--- src/rtl/nand_rr_pkg.sv ---
package nand_rr_pkg;

    localparam logic [7:0] CMD_ENTER  = 8'h36;
    localparam logic [7:0] CMD_APPLY  = 8'h16;
    localparam logic [7:0] CMD_STATUS = 8'h70;

    typedef enum logic [3:0] {
        S_IDLE,
        S_ENTER,
        S_ADDR_LO,
        S_ADDR_HI,
        S_DATA,
        S_APPLY,
        S_WAIT_RDY,
        S_STAT_CMD,
        S_STAT_RD,
        S_REPORT,
        S_REJECT
    } rr_state_e;

    // Vendor threshold register offsets, in write order.
    function automatic logic [7:0] rr_offset(input int idx);
        case (idx)
            0:       return 8'hCC;
            1:       return 8'hBF;
            2:       return 8'hAA;
            3:       return 8'hAB;
            4:       return 8'hCD;
            5:       return 8'hAD;
            6:       return 8'hAE;
            default: return 8'hAF;
        endcase
    endfunction

endpackage

--- src/rtl/nand_rr_offset.sv ---
module nand_rr_offset #(
    parameter int REG_W = 3
) (
    input  logic [REG_W-1:0] reg_idx_i,
    output logic [7:0]       offset_o
);
    import nand_rr_pkg::*;

    always_comb begin
        offset_o = rr_offset(int'(reg_idx_i));
    end

endmodule

--- src/rtl/nand_rr_index.sv ---
module nand_rr_index #(
    parameter int NUM_REGS = 8,
    parameter int MODE_W   = 3,
    parameter int REG_W    = 3,
    parameter int TBL_AW   = 6
) (
    input  logic [MODE_W-1:0] mode_i,
    input  logic [REG_W-1:0]  reg_idx_i,
    output logic [TBL_AW-1:0] addr_o,
    output logic              last_o
);
    localparam logic [TBL_AW-1:0] STRIDE   = TBL_AW'(NUM_REGS);
    localparam logic [REG_W-1:0]  LAST_IDX = REG_W'(NUM_REGS - 1);

    always_comb begin
        addr_o = TBL_AW'(mode_i) * STRIDE + TBL_AW'(reg_idx_i);
        last_o = (reg_idx_i == LAST_IDX);
    end

endmodule

--- src/rtl/nand_rr_seq.sv ---
module nand_rr_seq #(
    parameter int NUM_MODES = 6,
    parameter int NUM_REGS  = 8,
    parameter int MODE_W    = 3,
    parameter int TBL_AW    = $clog2(NUM_MODES * NUM_REGS)
) (
    input  logic              clk,
    input  logic              rst_n,
    input  logic              start_i,
    input  logic [MODE_W-1:0] mode_i,
    output logic [TBL_AW-1:0] tbl_addr_o,
    input  logic [7:0]        tbl_data_i,
    output logic              nand_cle_o,
    output logic              nand_ale_o,
    output logic              nand_we_o,
    output logic              nand_re_o,
    output logic [7:0]        nand_dq_o,
    input  logic [7:0]        nand_dq_i,
    input  logic              nand_rb_i,
    output logic              busy_o,
    output logic              done_o,
    output logic              err_o
);
    import nand_rr_pkg::*;

    localparam int REG_W = (NUM_REGS > 1) ? $clog2(NUM_REGS) : 1;

    rr_state_e         state_q, state_d;
    logic [MODE_W-1:0] mode_q;
    logic [REG_W-1:0]  reg_q;
    logic              fail_q;
    logic [7:0]        offset;
    logic              last_reg;
    logic              mode_bad;
    logic              dq_in_unused;

    assign mode_bad     = (32'(mode_i) >= NUM_MODES);
    assign dq_in_unused = ^nand_dq_i[7:1];

    nand_rr_offset #(.REG_W(REG_W)) u_offset (
        .reg_idx_i (reg_q),
        .offset_o  (offset)
    );

    nand_rr_index #(
        .NUM_REGS (NUM_REGS),
        .MODE_W   (MODE_W),
        .REG_W    (REG_W),
        .TBL_AW   (TBL_AW)
    ) u_index (
        .mode_i    (mode_q),
        .reg_idx_i (reg_q),
        .addr_o    (tbl_addr_o),
        .last_o    (last_reg)
    );

    // Next-state logic
    always_comb begin
        state_d = state_q;
        unique case (state_q)
            S_IDLE:     if (start_i) state_d = mode_bad ? S_REJECT : S_ENTER;
            S_ENTER:    state_d = S_ADDR_LO;
            S_ADDR_LO:  state_d = S_ADDR_HI;
            S_ADDR_HI:  state_d = S_DATA;
            S_DATA:     state_d = last_reg ? S_APPLY : S_ADDR_LO;
            S_APPLY:    state_d = S_WAIT_RDY;
            S_WAIT_RDY: if (nand_rb_i) state_d = S_STAT_CMD;
            S_STAT_CMD: state_d = S_STAT_RD;
            S_STAT_RD:  state_d = S_REPORT;
            S_REPORT:   state_d = S_IDLE;
            S_REJECT:   state_d = S_IDLE;
            default:    state_d = S_IDLE;
        endcase
    end

    // State register
    always_ff @(posedge clk or negedge rst_n) begin
        if (!rst_n) state_q <= S_IDLE;
        else        state_q <= state_d;
    end

    // Sequence datapath: mode latch, register counter, status capture
    always_ff @(posedge clk or negedge rst_n) begin
        if (!rst_n) begin
            mode_q <= '0;
            reg_q  <= '0;
            fail_q <= 1'b0;
        end else begin
            if (state_q == S_IDLE && start_i && !mode_bad) begin
                mode_q <= mode_i;
                reg_q  <= '0;
            end
            if (state_q == S_DATA && !last_reg) reg_q <= reg_q + 1'b1;
            if (state_q == S_STAT_RD) fail_q <= nand_dq_i[0];
        end
    end

    // Outputs
    always_comb begin
        nand_cle_o = 1'b0;
        nand_ale_o = 1'b0;
        nand_we_o  = 1'b0;
        nand_re_o  = 1'b0;
        nand_dq_o  = 8'h00;
        busy_o     = 1'b1;
        done_o     = 1'b0;
        err_o      = 1'b0;
        unique case (state_q)
            S_IDLE:     busy_o = 1'b0;
            S_ENTER:    begin nand_cle_o = 1'b1; nand_we_o = 1'b1; nand_dq_o = CMD_ENTER; end
            S_ADDR_LO,
            S_ADDR_HI:  begin nand_ale_o = 1'b1; nand_we_o = 1'b1; nand_dq_o = offset; end
            S_DATA:     begin nand_we_o = 1'b1; nand_dq_o = tbl_data_i; end
            S_APPLY:    begin nand_cle_o = 1'b1; nand_we_o = 1'b1; nand_dq_o = CMD_APPLY; end
            S_WAIT_RDY: ;
            S_STAT_CMD: begin nand_cle_o = 1'b1; nand_we_o = 1'b1; nand_dq_o = CMD_STATUS; end
            S_STAT_RD:  nand_re_o = 1'b1;
            S_REPORT:   begin done_o = !fail_q; err_o = fail_q; end
            S_REJECT:   err_o = 1'b1;
            default:    busy_o = 1'b0;
        endcase
    end

    // Assertions
    assert_enter_then_addr_R1: assert property (@(posedge clk) disable iff (!rst_n)
        (nand_cle_o && nand_we_o && nand_dq_o == 8'h36) |=> (nand_ale_o && nand_we_o));

    assert_addr_pair_equal_R2: assert property (@(posedge clk) disable iff (!rst_n)
        (nand_ale_o && $past(nand_ale_o)) |-> (nand_dq_o == $past(nand_dq_o)));

    assert_read_after_status_cmd_R6: assert property (@(posedge clk) disable iff (!rst_n)
        nand_re_o |-> $past(nand_cle_o && nand_dq_o == 8'h70));

    assert_result_exclusive_R7: assert property (@(posedge clk) disable iff (!rst_n)
        !(done_o && err_o));

    assert_reject_quiet_R8: assert property (@(posedge clk) disable iff (!rst_n)
        (!busy_o && start_i && 32'(mode_i) >= NUM_MODES) |=> (err_o && !nand_we_o && !nand_re_o));

    assert_busy_ends_on_result_R9: assert property (@(posedge clk) disable iff (!rst_n)
        $fell(busy_o) |-> $past(done_o || err_o));

endmodule

--- config.mk ---
export PLATFORM = sky130hd
export DESIGN_NAME = nand_rr_seq
export DESIGN_NICKNAME = d
export VERILOG_FILES = /design/src/rtl/nand_rr_pkg.sv /design/src/rtl/nand_rr_offset.sv /design/src/rtl/nand_rr_index.sv /design/src/rtl/nand_rr_seq.sv
export SDC_FILE = /design/constraint.sdc
export NUM_CORES = 1
export LEC_CHECK = 0
export ABC_AREA = 1
export BUFFER_PORTS_ARGS = -buffer_cell sky130_fd_sc_hd__buf_2
export CORE_UTILIZATION = 45
export CTS_CLUSTER_DIAMETER = 100
export DETAILED_ROUTE_END_ITERATION = 16
export PLACE_DENSITY = 0.78
export RECOVER_POWER = 100
export SYNTH_ARGS = -nofsm -noshare
export SYNTH_HDL_FRONTEND = slang
export SYNTH_SLANG_ARGS = --single-unit
--- constraint.sdc ---
create_clock -name clk -period 1.8 [get_ports clk]
set_clock_uncertainty 0.2 [all_clocks]
set_input_delay 0 -clock clk [delete_from_list [all_inputs] [get_ports clk]]
set_output_delay 0 -clock clk [all_outputs]
set_load 0.01 [all_outputs]
==> results.md <==
- Final std cells w/o fill: 226
- Worst-case vdd ir drop: 0.813 mV
- Count of endpoints failing setup in the final report: 0
- Maximum number of pins on one net before global-route repair: 12
- Share of the core filled with cells: between 60 and 70%
- Post-Syn Instances: between 100 and 150
- Number of max-cap violations: 0
- Final count of hold timing violations: 0
- Inserted Clock Buffers: 3
- Achievable frequency: 0.591 GHz
- Terminus of the critical flop-to-flop path: state_q[1]$_DFFE_PN0P_
- Die footprint: 0.00229 mm²
- Count of pins over their slew limit: 0
- Synth unique cells: 23
- Wirelength, routed: between 2000 and 2500 µm
- GRT Total Usage: 21.1%
- First-pass GRT wire length: around 3400 µm
- Average instance area after synthesis: roughly 6.6 µm²
- Sum of overflow across all layers after global routing: 0
- Crit end category: output pin
- Row count: 16
- Total Neg Setup Slack: 0 ps
- Sequential fraction of the synthesis area: between 20% and 30%
- Required time at the endpoint of the critical path: about 1600 ps
- Dpl cells: approximately 210
- Tmin final: ~1700 ps
- Wire per inst: a little over 10 µm
- Worst Hold Path Cells: 4
- Met3 Track Usage GR: 1.13%
- Proportion of layout cells with a drive suffix above 1: between 30% and 40%
- M1 GR Usage: approximately a quarter
- Maximum buffer depth of the clock tree: 2
- Most common cell after layout, fill and taps aside: nand2_1
- Transition time at the pin with the least slew margin: 535 ps
- Net count, final: between 200 and 250
- Worst setup SP type: flip-flop
- Post-synthesis net count: between 150 and 200
- TritonCTS clock tree: done
- Final Cycle Share: 94.0%
- Met2 routing resource usage after global routing: 39.2%
- Maximum level of the CTS H-tree: 1
- Most used cells in the layout excluding fill and tap cells: 58 x nand2_1, 31 x buf_2, 13 x nand3_1
- Classification of the worst-slack hold path: in -> out
- GP Congestion: approximately 0.81
- Run status: finished, final reports clean
- Flip-flop and latch count after synthesis: 11
- Clock tree sinks: 11
- Total DRC errors in the routed layout: 0
- Tightest slew margin relative to the limit: about 64%
- Height of the chip: 47.8 µm
- Final ANT Viol Nets: 0
- Top fanout value on the critical path: 9
- Width of the die: between 40 and 50 µm
- Synthesis warning total: 0
- Total number of vias: around 1.1k
- Average vias per placed instance: slightly below 5
- R2r startpoint: reg_q[1]$_DFFE_PN0P_
- Area added between synthesis and finish: 42.4%
- Violation count after the first detailed-route iteration: 8
- Vias in the first global route: roughly 850
- Startpoint of the worst hold path: tbl_data_i[3]
- Insertion delay of the later-clocked pin in the worst-skew pair: between 200 and 300 ps
- Pre-CTS WS: about 220 ps
- Depth of the worst register-to-register path: 8
- Router iterations before antenna repair: 4
- Worst setup margin: 108 ps
- Antenna diode count: 0
- Crit path kind: reg -> out
- Arrival time of the worst setup path: ~1500 ps
- Synth Cell Area: approximately 940 µm²
- Port-buffer cells: 36
- Leakage power figure: ~0.76 nW
- # IOs: 44
- Hold Path Sink: nand_dq_o[3]
- Antenna violations before repair: 0
- Clk pin slew, worst setup/hold paths: 70 ps
- PnR Total Power: between 2 and 2.5 mW
- Area of the core region: 0.00196 mm²
- Pwr Density: around 1700 mW/mm²
- Detailed placer's ending HPWL: ~1700 µm
- Library cell used as clock root buffer: clkbuf_4
- Reg-to-reg slack, setup: between 200 and 250 ps
- Gr busiest metal: met2
- Initial cell density of the core: between 40% and 50%
==> flip-flops by register name, indices dropped and copies added (netlist names) <==
register  count
reg_q         3
mode_q        3
state_q       4
fail_q        1
==> cell usage after synthesis <==
cell,instances,area [µm²]
nand2_2,2,12.5
nand3_1,13,65.1
inv_2,9,33.8
nor2_8,1,20.0
nor2_4,3,33.8
nor2_2,3,18.8
nand4_1,1,6.26
dfrtp_1,11,275
inv_1,12,45.0
nor2_1,9,33.8
ha_1,6,75.1
o21ai_1,3,15.0
nand4_4,1,21.3
buf_4,1,7.51
clkinv_1,1,3.75
a21oi_1,1,5.00
nor4_1,1,6.26
o21a_1,1,7.51
o21ai_0,2,10.0
nand2_1,58,218
o211ai_1,2,15.0
nand3_2,1,10.0
a31oi_1,1,6.26
==> routing by layer <==
metal | routed length, µm | up-vias
met3 | 96 | 4
li1 | - | 561
met2 | 1200 | 40
met5 | 0 | -
met4 | 27 | 0
met1 | 1020 | 482
==> metrics by stage <==
step           instance area [µm²]  hold WS (ps)
2_1_floorplan                  945          -496
3_3_place_gp                  1150          -319
3_5_place_dp                  1150          -311
4_1_cts                       1280          74.6
5_1_grt                       1350           123
6_report                      1350          74.3
==> cell type report <==
cell class	count	area (µm²)
flip-flops and latches	11	282
inverters	22	85.1
well taps	27	33.8
clock buffers	4	26.3
fillers	191	617
multi-input cells	109	597
repair buffers	53	322
==> critical path, stage by stage, from the launching register on <==
cell	delay, ps
dfrtp_2	490
nor2_4	200
inv_2	100
nor2_8	140
nand3_1	100
nand3_1	70
buf_2	130
==> worst max-delay path by stage <==
stage / start / to / slack [ps] / depth (start not counted)
5_1_grt: state_q[0]$_DFFE_PN0P_ / nand_dq_o[1] / -5 / 8
6_report: state_q[2]$_DFFE_PN0P_ / nand_dq_o[4] / 110 / 6
4_1_cts: reg_q[0]$_DFFE_PN0P_ / nand_dq_o[2] / 3 / 7
3_5_place_dp: reg_q[0]$_DFFE_PN0P_ / state_q[1]$_DFFE_PN0P_ / 220 / 7
2_1_floorplan: reg_q[0]$_DFFE_PN0P_ / reg_q[0]$_DFFE_PN0P_ / 300 / 6
3_3_place_gp: reg_q[0]$_DFFE_PN0P_ / state_q[1]$_DFFE_PN0P_ / 250 / 7
==> cells by family after synthesis <==
kind of cell / count (synthesis) / share of synthesized area (%)
fa+ha+maj: 6 / 7.95
flops: 11 / 29.1
compound gates: 10 / 6.22
simple gates: 93 / 47.2
buf+inv: 23 / 9.54
==> what timing repair did <==
action                     CTS  global route
buffers inserted             2             7
pin swaps                    1             3
hold buffers                 8             0
setup endpoints to repair    1             8
hold endpoints to repair    21             0
gates resized for setup      2            11
==> where the power goes <==
group          total [mW]  internal [mW]  switching [mW]  leakage (nW)
clock network       0.173         0.0858          0.0875        0.0150
logic                1.63          0.667           0.960         0.612
registers           0.504          0.366           0.138         0.135
total                2.30           1.12            1.19         0.761
Note: power is estimated with default switching activity, not from simulation.
